`src/rtl/pmc_pkg.sv`:
```
package pmc_pkg;

    typedef enum logic [2:0] {
        PM_OFF       = 3'd0,
        PM_LOCK_COLD = 3'd1,
        PM_LOCK_WARM = 3'd2,
        PM_RUN       = 3'd3,
        PM_REF_STOP  = 3'd4
    } pm_state_t;

    localparam logic [1:0] MODE_POWER_DOWN = 2'b00;

endpackage

```
`src/rtl/pmc_sync.sv`:
```
module pmc_sync #(
    parameter int         WIDTH   = 1,
    parameter logic [0:0] RST_VAL = 1'b0
) (
    input  logic             clk,
    input  logic             rst_n,
    input  logic [WIDTH-1:0] d,
    output logic [WIDTH-1:0] q
);
    logic [WIDTH-1:0] meta_q;
    logic [WIDTH-1:0] stable_q;

    always_ff @(posedge clk or negedge rst_n) begin
        if (!rst_n) begin
            meta_q   <= {WIDTH{RST_VAL}};
            stable_q <= {WIDTH{RST_VAL}};
        end else begin
            meta_q   <= d;
            stable_q <= meta_q;
        end
    end

    assign q = stable_q;
endmodule

```
`src/rtl/pmc_ref_monitor.sv`:
```
module pmc_ref_monitor #(
    parameter int IDLE_LIMIT = 16
) (
    input  logic clk,
    input  logic rst_n,
    input  logic ref_clk,
    output logic ref_active
);
    localparam int CNT_W = $clog2(IDLE_LIMIT + 1);
    localparam logic [CNT_W-1:0] LIMIT = CNT_W'(IDLE_LIMIT);

    logic             ref_s;
    logic             ref_prev_q;
    logic             ref_edge;
    logic [CNT_W-1:0] quiet_q;

    pmc_sync #(.WIDTH(1), .RST_VAL(1'b0)) u_ref_sync (
        .clk  (clk),
        .rst_n(rst_n),
        .d    (ref_clk),
        .q    (ref_s)
    );

    always_ff @(posedge clk or negedge rst_n) begin
        if (!rst_n) ref_prev_q <= 1'b0;
        else        ref_prev_q <= ref_s;
    end

    assign ref_edge = ref_s ^ ref_prev_q;

    // Cycles since the last edge, saturating at the idle limit
    always_ff @(posedge clk or negedge rst_n) begin
        if (!rst_n)                quiet_q <= LIMIT;
        else if (ref_edge)         quiet_q <= '0;
        else if (quiet_q != LIMIT) quiet_q <= quiet_q + 1'b1;
    end

    assign ref_active = (quiet_q != LIMIT);
endmodule

```
`src/rtl/pmc_lock_timer.sv`:
```
module pmc_lock_timer #(
    parameter int WIDTH = 11
) (
    input  logic             clk,
    input  logic             rst_n,
    input  logic             load,
    input  logic [WIDTH-1:0] load_val,
    output logic             done
);
    logic [WIDTH-1:0] cnt_q;

    always_ff @(posedge clk or negedge rst_n) begin
        if (!rst_n)          cnt_q <= '0;
        else if (load)       cnt_q <= load_val;
        else if (cnt_q != 0) cnt_q <= cnt_q - 1'b1;
    end

    assign done = (cnt_q == '0) && !load;
endmodule

```
`src/rtl/pmc_pclk_shaper.sv`:
```
module pmc_pclk_shaper #(
    parameter int PULSE_CYC = 4
) (
    input  logic clk,
    input  logic rst_n,
    input  logic wake,
    input  logic run,
    input  logic par_clk_in,
    output logic par_clk_out
);
    localparam int PW = $clog2(PULSE_CYC + 1);
    localparam logic [PW-1:0] PULSE = PW'(PULSE_CYC);

    logic [PW-1:0] low_q;

    always_ff @(posedge clk or negedge rst_n) begin
        if (!rst_n)          low_q <= '0;
        else if (wake)       low_q <= PULSE;
        else if (low_q != 0) low_q <= low_q - 1'b1;
    end

    always_comb begin
        if (low_q != '0) par_clk_out = 1'b0;
        else if (run)    par_clk_out = par_clk_in;
        else             par_clk_out = 1'b1;
    end
endmodule

```
`src/rtl/pmc_top.sv`:
```
module pmc_top
    import pmc_pkg::*;
#(
    parameter int IDLE_LIMIT = 16,
    parameter int COLD_WAIT  = 1024,
    parameter int WARM_WAIT  = 64,
    parameter int PULSE_CYC  = 4
) (
    input  logic       clk,
    input  logic       rst_n,
    input  logic [1:0] mode_pins,
    input  logic       ref_clk,
    input  logic       par_dir,
    input  logic       par_clk_in,
    output logic       pll_en,
    output logic       pll_bias_en,
    output logic       sio_en,
    output logic       data_valid,
    output logic       par_oe,
    output logic       par_clk_out
);
    localparam int TW = $clog2(COLD_WAIT + 1);
    localparam logic [TW-1:0] COLD_VAL = TW'(COLD_WAIT);
    localparam logic [TW-1:0] WARM_VAL = TW'(WARM_WAIT);

    pm_state_t     state_q, state_d;
    logic [1:0]    mode_s;
    logic          dir_s;
    logic          ref_active;
    logic          timer_load;
    logic [TW-1:0] timer_val;
    logic          timer_done;
    logic          wake;
    logic          mode_off;

    pmc_sync #(.WIDTH(2), .RST_VAL(1'b0)) u_mode_sync (
        .clk(clk), .rst_n(rst_n), .d(mode_pins), .q(mode_s)
    );

    pmc_sync #(.WIDTH(1), .RST_VAL(1'b1)) u_dir_sync (
        .clk(clk), .rst_n(rst_n), .d(par_dir), .q(dir_s)
    );

    pmc_ref_monitor #(.IDLE_LIMIT(IDLE_LIMIT)) u_mon (
        .clk(clk), .rst_n(rst_n), .ref_clk(ref_clk), .ref_active(ref_active)
    );

    pmc_lock_timer #(.WIDTH(TW)) u_timer (
        .clk(clk), .rst_n(rst_n), .load(timer_load),
        .load_val(timer_val), .done(timer_done)
    );

    assign mode_off = (mode_s == MODE_POWER_DOWN);

    // State register
    always_ff @(posedge clk or negedge rst_n) begin
        if (!rst_n) state_q <= PM_OFF;
        else        state_q <= state_d;
    end

    // Next state and timer loading
    always_comb begin
        state_d    = state_q;
        timer_load = 1'b0;
        timer_val  = COLD_VAL;
        if (mode_off) begin
            state_d = PM_OFF;
        end else begin
            unique case (state_q)
                PM_OFF: begin
                    if (ref_active) begin
                        state_d    = PM_LOCK_COLD;
                        timer_load = 1'b1;
                        timer_val  = COLD_VAL;
                    end
                end
                PM_LOCK_COLD, PM_LOCK_WARM: begin
                    if (!ref_active)     state_d = PM_REF_STOP;
                    else if (timer_done) state_d = PM_RUN;
                end
                PM_RUN: begin
                    if (!ref_active) state_d = PM_REF_STOP;
                end
                PM_REF_STOP: begin
                    if (ref_active) begin
                        state_d    = PM_LOCK_WARM;
                        timer_load = 1'b1;
                        timer_val  = WARM_VAL;
                    end
                end
                default: state_d = PM_OFF;
            endcase
        end
    end

    assign wake = (state_q == PM_OFF) && (state_d == PM_LOCK_COLD);

    // Outputs decoded from the state
    always_comb begin
        pll_en      = 1'b0;
        pll_bias_en = 1'b0;
        sio_en      = 1'b0;
        data_valid  = 1'b0;
        unique case (state_q)
            PM_OFF: ;
            PM_LOCK_COLD, PM_LOCK_WARM: begin
                pll_en      = 1'b1;
                pll_bias_en = 1'b1;
                sio_en      = 1'b1;
            end
            PM_RUN: begin
                pll_en      = 1'b1;
                pll_bias_en = 1'b1;
                sio_en      = 1'b1;
                data_valid  = 1'b1;
            end
            PM_REF_STOP: pll_bias_en = 1'b1;
            default: ;
        endcase
        par_oe = !dir_s && (state_q != PM_OFF);
    end

    pmc_pclk_shaper #(.PULSE_CYC(PULSE_CYC)) u_pclk (
        .clk(clk), .rst_n(rst_n), .wake(wake),
        .run(state_q == PM_RUN), .par_clk_in(par_clk_in),
        .par_clk_out(par_clk_out)
    );
endmodule

```
`config.mk`:
```
export PLATFORM = sky130hd
export DESIGN_NAME = pmc_top
export DESIGN_NICKNAME = d
export VERILOG_FILES = /design/src/rtl/pmc_pkg.sv /design/src/rtl/pmc_sync.sv /design/src/rtl/pmc_ref_monitor.sv /design/src/rtl/pmc_lock_timer.sv /design/src/rtl/pmc_pclk_shaper.sv /design/src/rtl/pmc_top.sv
export SDC_FILE = /design/constraint.sdc
export NUM_CORES = 1
export LEC_CHECK = 0
export CAP_MARGIN = 20
export CORE_MARGIN = 4
export CORE_UTILIZATION = 35
export DETAILED_ROUTE_END_ITERATION = 8
export MAX_ROUTING_LAYER = met4
export PLACE_DENSITY = 0.65
export SLEW_MARGIN = 20
export SYNTH_ARGS = -nofsm -noshare
export SYNTH_HDL_FRONTEND = slang
export SYNTH_SLANG_ARGS = --single-unit
export TNS_END_PERCENT = 20
```
`constraint.sdc`:
```
create_clock -name clk -period 1.8 [get_ports clk]
set_clock_uncertainty 0.2 [all_clocks]
set_input_delay 0.27 -clock clk [delete_from_list [all_inputs] [get_ports clk]]
set_output_delay 0.27 -clock clk [all_outputs]
set_load 0.005 [all_outputs]
```
Yosys cells after proc, flatten, opt, wreduce, memory -nomap -nowiden:

Index checks and enable logic that the tools add are counted.

* output and inout port bits: 6
* register bits: 31
* word-level logic and storage cells: 63
* bits of input ports: 7

* multiplexer cells: 24
* add/subtract/negate cells: 3
* bitwise gates (word level): 1
* reductions and logical operators: 18
* equal/unequal tests: 6

Operators by type and width (count)
* $mux W11: 5
* $mux W3: 8
* $pmux W3 S4: 1
* $logic_not A11 Y1: 1
* $reduce_bool A11 Y1: 1
* $sub A11 B1 Y11 const B: 1
* $mux W5: 2
* $mux W1: 8
* $eq A3 B1 Y1 const B: 2
* $eq A3 B2 Y1 const B: 2
* $reduce_bool A2 Y1: 3
* $reduce_bool A3 Y1: 2
* $add A5 B1 Y5 const B: 1
* $ne A5 B5 Y1 const B: 1
* $reduce_or A2 Y1: 2
* $reduce_or A4 Y1: 1
* $eq A3 B3 Y1 const B: 1
* $logic_and A1 B1 Y1: 3
* $logic_not A3 Y1: 1
* $reduce_or A3 Y1: 1
* $sub A3 B1 Y3 const B: 1
* $logic_not A1 Y1: 2
* $logic_not A2 Y1: 1
* $xor A1 B1 Y1: 1

Logic depth before layout (Yosys ltp):

Gate-level depths: netlist (run 1).

* word-level depth: 13
* gate-level depth with buffers: 6
* depth with buffers taken out: 6

Hierarchy:

Synthesis (run 1) repeated with hierarchy kept, for this count alone.

* cell total of the unflattened synthesis: 144
* area total of the unflattened synthesis: 1560.2 um^2

Modules (own cells, without submodules)
* pmc_lock_timer: seq. area each 275.3 um^2, instances 1, cells each 66, area each 664.4 um^2
* pmc_ref_monitor: seq. area each 151.4 um^2, instances 1, cells each 25, area each 287.8 um^2
* pmc_top: seq. area each 75.1 um^2, instances 1, cells each 27, area each 216.5 um^2
* pmc_pclk_shaper: seq. area each 75.1 um^2, instances 1, cells each 18, area each 188.9 um^2
* pmc_sync at u_mode_sync: seq. area each 100.1 um^2, instances 1, cells each 4, area each 100.1 um^2
* pmc_sync at u_dir_sync: seq. area each 52.6 um^2, instances 1, cells each 2, area each 52.6 um^2
* pmc_sync at u_mon.u_ref_sync: seq. area each 50.0 um^2, instances 1, cells each 2, area each 50.0 um^2

Worst setup path before layout (run 1):

OpenSTA, ideal clock, no wires.

* path type: flip-flop to flip-flop
* start point: register u_timer.cnt_q[1]
* end point: register u_timer.cnt_q[7]
* clock period less this slack: 1.814 ns
* data required time: 1.527 ns
* setup slack: -0.014 ns
* arrival time: 1.541 ns
* cell stages (with the launch flop): 5
* path buffers: 0
* library setup time: 0.073 ns
* cells stage by stage: dfrtp_1 > or4_4 > a21o_1 > or3_1 > a21oi_2

* cells in the longest elaborated chain, start to end: 3
* elaborated cells on any way between the ends: 5
* classes of those cells: 1 x add/sub; 2 x mux; 2 x reduce/logical

RTL lines
* start, declared: RTL line pmc_lock_timer.sv:10 `logic [WIDTH-1:0] cnt_q;`
* start signal, assigned: RTL line pmc_lock_timer.sv:14 `else if (load) cnt_q <= load_val;`
* start signal, assigned: RTL line pmc_lock_timer.sv:15 `else if (cnt_q != 0) cnt_q <= cnt_q - 1'b1;`
* $sub A11 B1 Y11: RTL line pmc_lock_timer.sv:15
* $mux W11: RTL line pmc_lock_timer.sv:15
* $mux W11: RTL line pmc_lock_timer.sv:14

Several ways; a longest one is shown, not always the timed one. The select of a mux whose other input is x is not followed.
A chain may end at the register's enable or synchronous reset.

Final worst setup path (run 1):

* start point: register u_timer.cnt_q[0]
* end point: register u_timer.cnt_q[7]

The elaborated chain is that of the path after synthesis.

==> metrics list, run 1 <==
- In the synthesized netlist the async set-or-reset flop fraction comes to 100.0%.
- Number of nets with antenna violations after routing: 0
- Walking the worst path, the cells encountered are or4_4 > a21o_1 > or3_4 > a21oi_2.
- Final Setup Violations: 2
* Global-route wire length before repair: 5.009 mm
- Final non-filler cell total: 229
- In this run, synthesis inferred 0 flip-flops with an integrated enable.
* Total number of clock tree sinks: 31
- The total area inside the core boundary comes to 0.004029 mm^2.
- The checks that failed: negative setup slack.
* Leading register cell type out of synthesis: sky130_fd_sc_hd__dfrtp_1
- Capturing element type of the critical path: flop
- Insertion delay of the later-clocked pin in the worst-skew pair: 280 ps
* Count of vias placed by the detailed router: between 1000 and 1500
- Dividing the final minimum period by the clock period gives 104.8%.
* Count of synthesis-stage warnings from yosys: 0
* Post-DR wirelength/cell: roughly 13 um
* Largest fanout on the critical path: 4
- Maximum number of pins on one net before global-route repair: 32
- CTS placed an instance of sky130_fd_sc_hd__clkbuf_8 at the clock tree root.
- NumNets Final: 191
- Width of the die: 72.59 um
* Bufs on Longest Clock Path: 2
- The critical path runs through a total of 4 cells.
- Number of antenna cells inserted: 0
- In this run the tool buffered the top-level ports with 12 buffer cells.
- Total power for the finished layout comes to 3046 uW.
- Number of unique standard cell types used by synthesis: 36
- Via count of the first global-routing pass: 1150
- Cell family with the largest share of critical-path delay: simple AND/OR/NAND/NOR gates
* CTS tree: yes
* Hold WC Path Type: flop to flop
- Clock transition at the registers of the reported paths: 60 ps
* Post-Syn Area per Cell: ~11 um^2
- Number of hold violations in the final report: 0
- The post-route netlist has between 30% and 40% of its cells at a drive strength greater than 1.
- Number of violations reported at the end of detailed-routing iteration 0: 65
- On the worst path, the slowest cell contributes a delay of 580 ps.
- Count of maximum capacitance violations: 0
- The number of antenna violations at the first check in global routing came to 0.
- Dividing total power by cell area gives a power density of 1494 mW/mm^2.
* Worst setup slack for register-to-register paths: -90 ps
- Syn-to-layout area delta: 39.59%
- Outcome: finished with violations
* Count of H-tree levels built during CTS: 2
* F_max: 530.2 MHz
- Synthesis produced a netlist whose cell count is 134.
- Setup crit end: u_timer.cnt_q[7]$_DFFE_PN0N_
- The die covers 0.005269 mm^2.
- The biggest area contributor in the post-synthesis netlist is sky130_fd_sc_hd__dfrtp_1.
- Cell with the largest stage delay on the worst path: sky130_fd_sc_hd__or4_4
* Buf/Inv on CP: 0
- Worst Path Required: 1820 ps
- Summing the sequential cell areas from Yosys gives 53.38% of the chip area.
- Crit path arrival time: 1900 ps
* Least-Margin Pin Slew: 376.7 ps
* #FFs+latches synth: 31
* Unrepaired setup endpoints after global routing: true
- In this run the critical register-to-register path is captured at u_timer.cnt_q[7]$_DFFE_PN0N_.
- Wires add up to 3.032 mm.
- The worst hold path was traced through 0 stages.
* Top post-synthesis cells by area: sky130_fd_sc_hd__dfrtp_1 48%, sky130_fd_sc_hd__nor2_1 5.9%, sky130_fd_sc_hd__dfstp_2 5.4%
- Static leakage power: 0.0009034 uW
* Reg2reg start: u_timer.cnt_q[0]$_DFFE_PN0N_
- In the routed layout, each cell is associated on average with a via count of 4.847.
* Detailed placer's ending HPWL: 2.044 mm
* Peak VDD IR: 0.5844 mV
- In this run, placement finished with an instance count of ~210.
- Share of Yosys cell area claimed by the top area cell type: a little under half
- Critical Setup Path Class: flop to flop
- Number of core rows: 23
* Total routing usage reported by global routing: 12.86%
- The most critical setup path has its startpoint at u_timer.cnt_q[0]$_DFFE_PN0N_.
- Syn_nets: 147
- For this configuration, the core starts out at a cell density of between 30% and 40%.
- Smallest setup slack after layout: -86.03 ps
* DRC violations left: 0
- Setup Slack @ Placement: -81.43 ps
* R2R depth: 4
- Post-layout minimum cycle time: 1886 ps
- In this run the count of I/O pins placed on the die edge is 13.
- Die Y-Extent: 72.59 um
- Drt first pass iters: 4
- Summing every instance area after synthesis gives 0.001460 mm^2.
- Overflow left after global routing: 0
- Normalized max-slew margin: around 75%
- At the end of routability-driven placement, the weighted congestion stood at 0.7782.
* Pins over their slew limit: 0
* Num CTS Buffers: 5
* CP startpoint kind: flop
==> metal layers <==
layer | global-route usage (%) | vias up | part of all wire (%)
li1 | - | 549 | -
met4 | 6.762 | 0 | 2.8
met2 | 20.94 | 19 | 52
met3 | 3.719 | 7 | 3.4
met1 | 14.22 | 535 | 42
met5 | - | - | 0
==> cells in the final DEF, fill, tap and decap left out, drive strengths merged, types with 2 or more instances in the layout <==
| master | n |
|---|---|
| clkdlybuf4s50 | 6 |
| o21ai | 5 |
| a21oi | 5 |
| dfstp | 3 |
| nor3 | 6 |
| nor2b | 2 |
| dlygate4sd2 | 3 |
| xor2 | 5 |
| inv | 8 |
| xnor2 | 7 |
| nand2b | 2 |
| ha | 6 |
| nand2 | 5 |
| clkbuf | 7 |
| nand3 | 5 |
| buf | 28 |
| nor2 | 23 |
| o31ai | 2 |
| or3 | 3 |
| a211oi | 3 |
| nor4b | 2 |
| dfrtp | 28 |
| clkdlybuf4s15 | 2 |
==> cells in the mapped netlist, types with 2 or more instances <==
master	instances
sky130_fd_sc_hd__a21oi_1	4
sky130_fd_sc_hd__nor2_1	23
sky130_fd_sc_hd__nand2_1	5
sky130_fd_sc_hd__nand3_1	5
sky130_fd_sc_hd__xnor2_1	7
sky130_fd_sc_hd__o31ai_1	2
sky130_fd_sc_hd__nand2b_1	2
sky130_fd_sc_hd__nor2b_1	2
sky130_fd_sc_hd__nor3_1	5
sky130_fd_sc_hd__xor2_1	5
sky130_fd_sc_hd__dfstp_2	3
sky130_fd_sc_hd__a211oi_1	3
sky130_fd_sc_hd__o21ai_0	4
sky130_fd_sc_hd__ha_1	6
sky130_fd_sc_hd__inv_1	8
sky130_fd_sc_hd__or3_1	3
sky130_fd_sc_hd__dfrtp_1	28
==> flip-flops by register name (all words and copies together), names as in the netlist <==
signal and flops:
u_timer.cnt_q 11, u_mon.quiet_q 5, state_q 3, u_pclk.low_q 3
u_mode_sync.meta_q 2, u_mode_sync.q 2, u_dir_sync.meta_q 1, u_dir_sync.q 1
u_mon.ref_prev_q 1, u_mon.u_ref_sync.meta_q 1, u_mon.u_ref_sync.q 1
==> cell type report <==
cell class | count | area (um^2)
Clock inverter | 2 | 35.03
Multi-Input combinational cell | 92 | 718.2
Inverter | 8 | 30.03
Sequential cell | 31 | 780.7
Fill cell | 381 | 1991
Tap cell | 50 | 62.56
Clock buffer | 6 | 82.58
Timing Repair Buffer | 40 | 329.1
==> how the worst min path moves through the flow <==
| stage | startpoint | slack [ps] | end |
|---|---|---|---|
| after global routing | u_mon.u_ref_sync.meta_q$_DFF_PN0_ | 160 | u_mon.u_ref_sync.q$_DFF_PN0_ |
| after CTS | u_mon.u_ref_sync.meta_q$_DFF_PN0_ | 160 | u_mon.u_ref_sync.q$_DFF_PN0_ |
| after detailed placement | u_mon.u_ref_sync.meta_q$_DFF_PN0_ | 140 | u_mon.u_ref_sync.q$_DFF_PN0_ |
| final | u_mon.u_ref_sync.meta_q$_DFF_PN0_ | 150 | u_mon.u_ref_sync.q$_DFF_PN0_ |
| after global placement | u_mode_sync.meta_q[1]$_DFF_PN0_ | 130 | u_mode_sync.q[1]$_DFF_PN0_ |
| after floorplan | rst_n | -230 | state_q[0]$_DFF_PN0_ |
==> logic make-up (layout without fill, tap and decap cells) <==
group	after synthesis	in the layout	share of synthesized area (%)
adders and majority gates	6	6	5.141
muxes	1	1	0.6855
and+or+nand+nor	54	54	21.42
buffers and inverters	11	56	3.599
xor gates and xnor gates	12	12	7.198
DFF	31	31	53.38
AOI/OAI and AO/OA	19	19	8.569
==> timing repair <==
action	CTS	global route
hold buffers	0	0
gates resized for setup	15	22
buffers inserted	4	5
pin swaps	3	9
endpoints found under the setup margin	16	18
==> power by group <==
group,switching (uW),leakage (uW),internal [uW],total [uW]
Combinational,597,0.000465,708,1310
Sequential,170,0.000378,873,1040
Clock,251,0.0000612,447,698
==> stage by stage <==
step / area, um^2 / setup TNS, ps / hold WS, ps / utilization [%]
after floorplan: 1460 / -10.72 / -225.6 / -
after global placement: 1770 / -345.5 / 134.5 / 43.94
after detailed placement: 1770 / -485.0 / 140.5 / 43.94
after CTS: 1932 / -703.4 / 155.2 / 47.95
after global routing: 2038 / -531.4 / 156.7 / 50.59
final: 2038 / -120.2 / 151.9 / 50.59
(Power assumes the default switching activity.)
==> run 2, diff against run 1 <==
--- a/config.mk
+++ b/config.mk
@@ -13,2 +13,3 @@
 export PLACE_DENSITY = 0.65
+export SETUP_SLACK_MARGIN = 0.5
 export SLEW_MARGIN = 20
==> constraint.sdc (replaced) <==
create_clock -name clk -period 1.8 [get_ports clk]
set_clock_uncertainty 0.2 [all_clocks]
set_input_delay 0.36 -clock clk [delete_from_list [all_inputs] [get_ports clk]]
set_output_delay 0.36 -clock clk [all_outputs]
set_load 0.005 [all_outputs]
==> metrics list, run 2 (synthesis results as in run 1) <==
- The flow ran to the end, but the final reports show violations.
* Failing checks: negative setup slack
- Post-DR wirelength/cell: 13.72 um (+3.6%)
- The worst register-to-register path begins at u_timer.cnt_q[3]$_DFFE_PN0N_.
* Via count of the first global-routing pass: 1249 (+8.6%)
- The floorplan die width came to 72.59 um (unchanged).
- Bufs on Longest Clock Path: 2 (unchanged)
- The routed via count divided by cell count was 4.915 (+1.4%).
* Crit path arrival time: 1340 ps (-560 ps)
- The met2 usage in global routing is 23.05% (+2.1 points).
- In this run the most used layer during global routing was met2.
- Total number of clock tree sinks: 31 (unchanged)
- The worst setup path is captured at an output pin.
* Boundary Pins: 13 (unchanged)
- Worst setup slack for register-to-register paths: -70 ps (+20 ps)
* Fillers: 326 (-14%)
- Area of combinational cells with multiple inputs: 809.5 um^2 (+13%)
- Switching Fraction: 32.46% (-0.96 points)
- Clock transition at the registers of the reported paths: 70 ps (about the same)
- The slack of the critical path was -99.29 ps (-13.25 ps).
* Critical Setup Path Class: flop to output pin
* Insertion delay of the later-clocked pin in the worst-skew pair: 290 ps (about the same)
* Count of vias placed by the detailed router: 1155 (+4.1%)
* Commonest non-fill, non-tap cell in the layout: sky130_fd_sc_hd__buf_4
- The total global routing overflow was 0 (unchanged).
- Leading registers by flop count: u_timer.cnt_q: 11 flops, u_mon.quiet_q: 5 flops
- The number of maximum-capacitance constraint violations was 0 (unchanged).
- The number of antenna violations at the first check in global routing was 0 (unchanged).
- The combinational cell fraction of total power was 42.9% (about the same).
- The y dimension of the die was 72.59 um (unchanged).
* F_max: 526.5 MHz (-0.70%)
- Number of flip-flops under the largest register name: 11 (unchanged)
- Number of hold violations in the final report: 0 (unchanged)
- The met1 track demand over resource was 15.26% (+1.0 points).
- TritonCTS built the clock tree.
- The critical path starts at state_q[1]$_DFF_PN0_.
- Pins over their slew limit: 0 (unchanged)
* Post-layout minimum cycle time: 1899 ps (+13.25 ps)
* Final RePlAce weighted congestion: 0.8108 (+4.2%)
- The worst-margin pin slew was 435.6 ps (+58.87 ps).
* Most frequent cells in the layout: 24 x sky130_fd_sc_hd__buf_4, 23 x sky130_fd_sc_hd__dfrtp_1, 17 x sky130_fd_sc_hd__nor2_1, 8 x sky130_fd_sc_hd__buf_6
* Register with the highest flop count: u_timer.cnt_q
- Worst Hold Launch: u_mon.u_ref_sync.meta_q$_DFF_PN0_
- The number of violations reported at the end of detailed-routing iteration 0 came to 45 (-31%).
- Setup repair after global routing could not meet its margin everywhere.
- Number of antenna cells inserted: 0 (unchanged)
* Drt total wl: 3.225 mm (+6.4%)
* Power per cell area: 1479 mW/mm^2 (-1.1%)
- NumNets Final: 197 (+3.1%)
- The floorplan row count was 23 (unchanged).
- The tightest min-delay check is of the flop to flop type.
- The HPWL after detailed placement is 2.035 mm (-0.47%).
- The internal power summed over all cells was 2224 uW (+9.7%).
- The remaining max-slew budget at the tightest pin came to 70.86% (-4.0 points).
- Final Setup Violations: 10 (+8)
* Num CTS Buffers: 5 (unchanged)
- The first-pass GRT wire length came to 5.464 mm (+9.1%).
- Switching component of the power: 1069 uW (+5.0%)
* Total routing usage reported by global routing: 13.78% (+0.92 points)
- DRC violations left: 0 (unchanged)
* Clock network power share: 24.7% (+1.8 points)
- The placed cell count came to 216 (+1.4%).
- Die ar.: 0.005269 mm^2 (unchanged)
- Final period util: 105.5% (+0.74 points)
- Number of nets with antenna violations after routing: 0 (unchanged)
- STA classifies the critical path startpoint as a flop.
- IO buf count: 12 (unchanged)
* Power share of the sequential group: 32.3% (-1.9 points)
* Maximum number of pins on one net before global-route repair: 32 (unchanged)
- Largest fanout on the critical path: 3 (-1)
* Static leakage power: 0.0009608 uW (+6.4%)
- The initial core utilization came to 36.24% (unchanged).
* Peak VDD IR: 0.4980 mV (-15%)
* Worst Path Required: 1240 ps (-580 ps)
- The number of non-filler instances in the completed layout is 235 (+2.6%).
- Met3 track demand over resource in global routing: 3.857% (+0.14 points)
* Setup Slack @ Placement: -201.8 ps (-120.4 ps)
- The final total negative setup slack is -357.4 ps (-237.2 ps).
- The placeable core area came to 0.004029 mm^2 (unchanged).
- Root buf cell: sky130_fd_sc_hd__clkbuf_8
- Count of H-tree levels built during CTS: 2 (unchanged)
- The final core utilization was 55.28% (+4.7 points).
* Sequential Area: 785.8 um^2 (+0.64%)
* Fraction of final layout cells sized beyond drive strength 1: 50.81% (+14 points)
* Post-layout power: 3293 uW (+8.1%)
- Syn-to-layout area delta: 52.53%
- Drt first pass iters: 4 (unchanged)
==> run 2: changes by cell type in the layout (fill, tap and decap cells not counted), moves of 4 or more <==
| cell | previous run | this run |
|---|---|---|
| sky130_fd_sc_hd__buf_6 | 2 | 8 |
| sky130_fd_sc_hd__buf_2 | 0 | 5 |
| sky130_fd_sc_hd__inv_1 | 6 | 2 |
| sky130_fd_sc_hd__dfrtp_2 | 1 | 5 |
| sky130_fd_sc_hd__dfrtp_1 | 27 | 23 |
| sky130_fd_sc_hd__inv_2 | 2 | 6 |
| sky130_fd_sc_hd__nor2_1 | 21 | 17 |
==> run 2: final timing paths <==
kind                                                endpoint  depth (start not counted)
worst max register to register  u_timer.cnt_q[7]$_DFFE_PN0N_                          4
worst max-delay path                             pll_bias_en                          5
max in group asynchronous             u_dir_sync.q$_DFF_PN1_                          2
worst min-delay path            u_mon.u_ref_sync.q$_DFF_PN0_                          0
min in group asynchronous               state_q[1]$_DFF_PN0_                          2
worst min register to register  u_mon.u_ref_sync.q$_DFF_PN0_                          0
==> run 2: power groups by stage <==
stage	registers (uW)	clock network [uW]	logic (uW)
floorplan	1030	0	674
global placement	1030	0	1100
detailed placement	1050	0	1140
CTS	1050	828	1250
global route	1090	858	1570
finish	1070	814	1410
==> run 2: area by class of cell <==
type,count,share of cell area (%)
inverters,8,1.348
multi-input cells,92,36.35
clock inverters,2,2.697
clock buffers,6,3.258
repair buffers,46,18.26
well taps,50,2.809
flip-flops and latches,31,35.28
==> run 2: per-layer routing <==
| layer | part of all wire (%) | up-vias | routed length (um) |
|---|---|---|---|
| li1 | - | 557 | - |
| met4 | 2.1 | 0 | 69 |
| met5 | 0 | - | 0 |
| met2 | 52 | 14 | 1680 |
| met1 | 43 | 575 | 1373 |
| met3 | 3.1 | 9 | 101 |
==> run 2: timing repair <==
item | 4_1_cts | 5_1_grt
hold buffers | 0 | 0
gates resized for setup | 58 | 20
setup buffers | 7 | 4
endpoints found under the setup margin | 26 | 27
pin swaps | 14 | 10
gates cloned | 0 | 0
==> run 2: critical path, cell delays in order, from the launching register on <==
cell and delay, ps:
sky130_fd_sc_hd__dfrtp_2 460, sky130_fd_sc_hd__nor3_4 220, sky130_fd_sc_hd__buf_6 130, sky130_fd_sc_hd__buf_6 90, sky130_fd_sc_hd__nor2_2 30, sky130_fd_sc_hd__buf_2 120
==> run 2: per-stage QoR <==
step / cell area (um^2) / hold slack, ps
3_5_place_dp: 1836 / 141.3
5_1_grt: 2227 / 157.6
4_1_cts: 2113 / 156.1
2_1_floorplan: 1478 / -135.6
6_report: 2227 / 153.3
3_3_place_gp: 1836 / 135.1
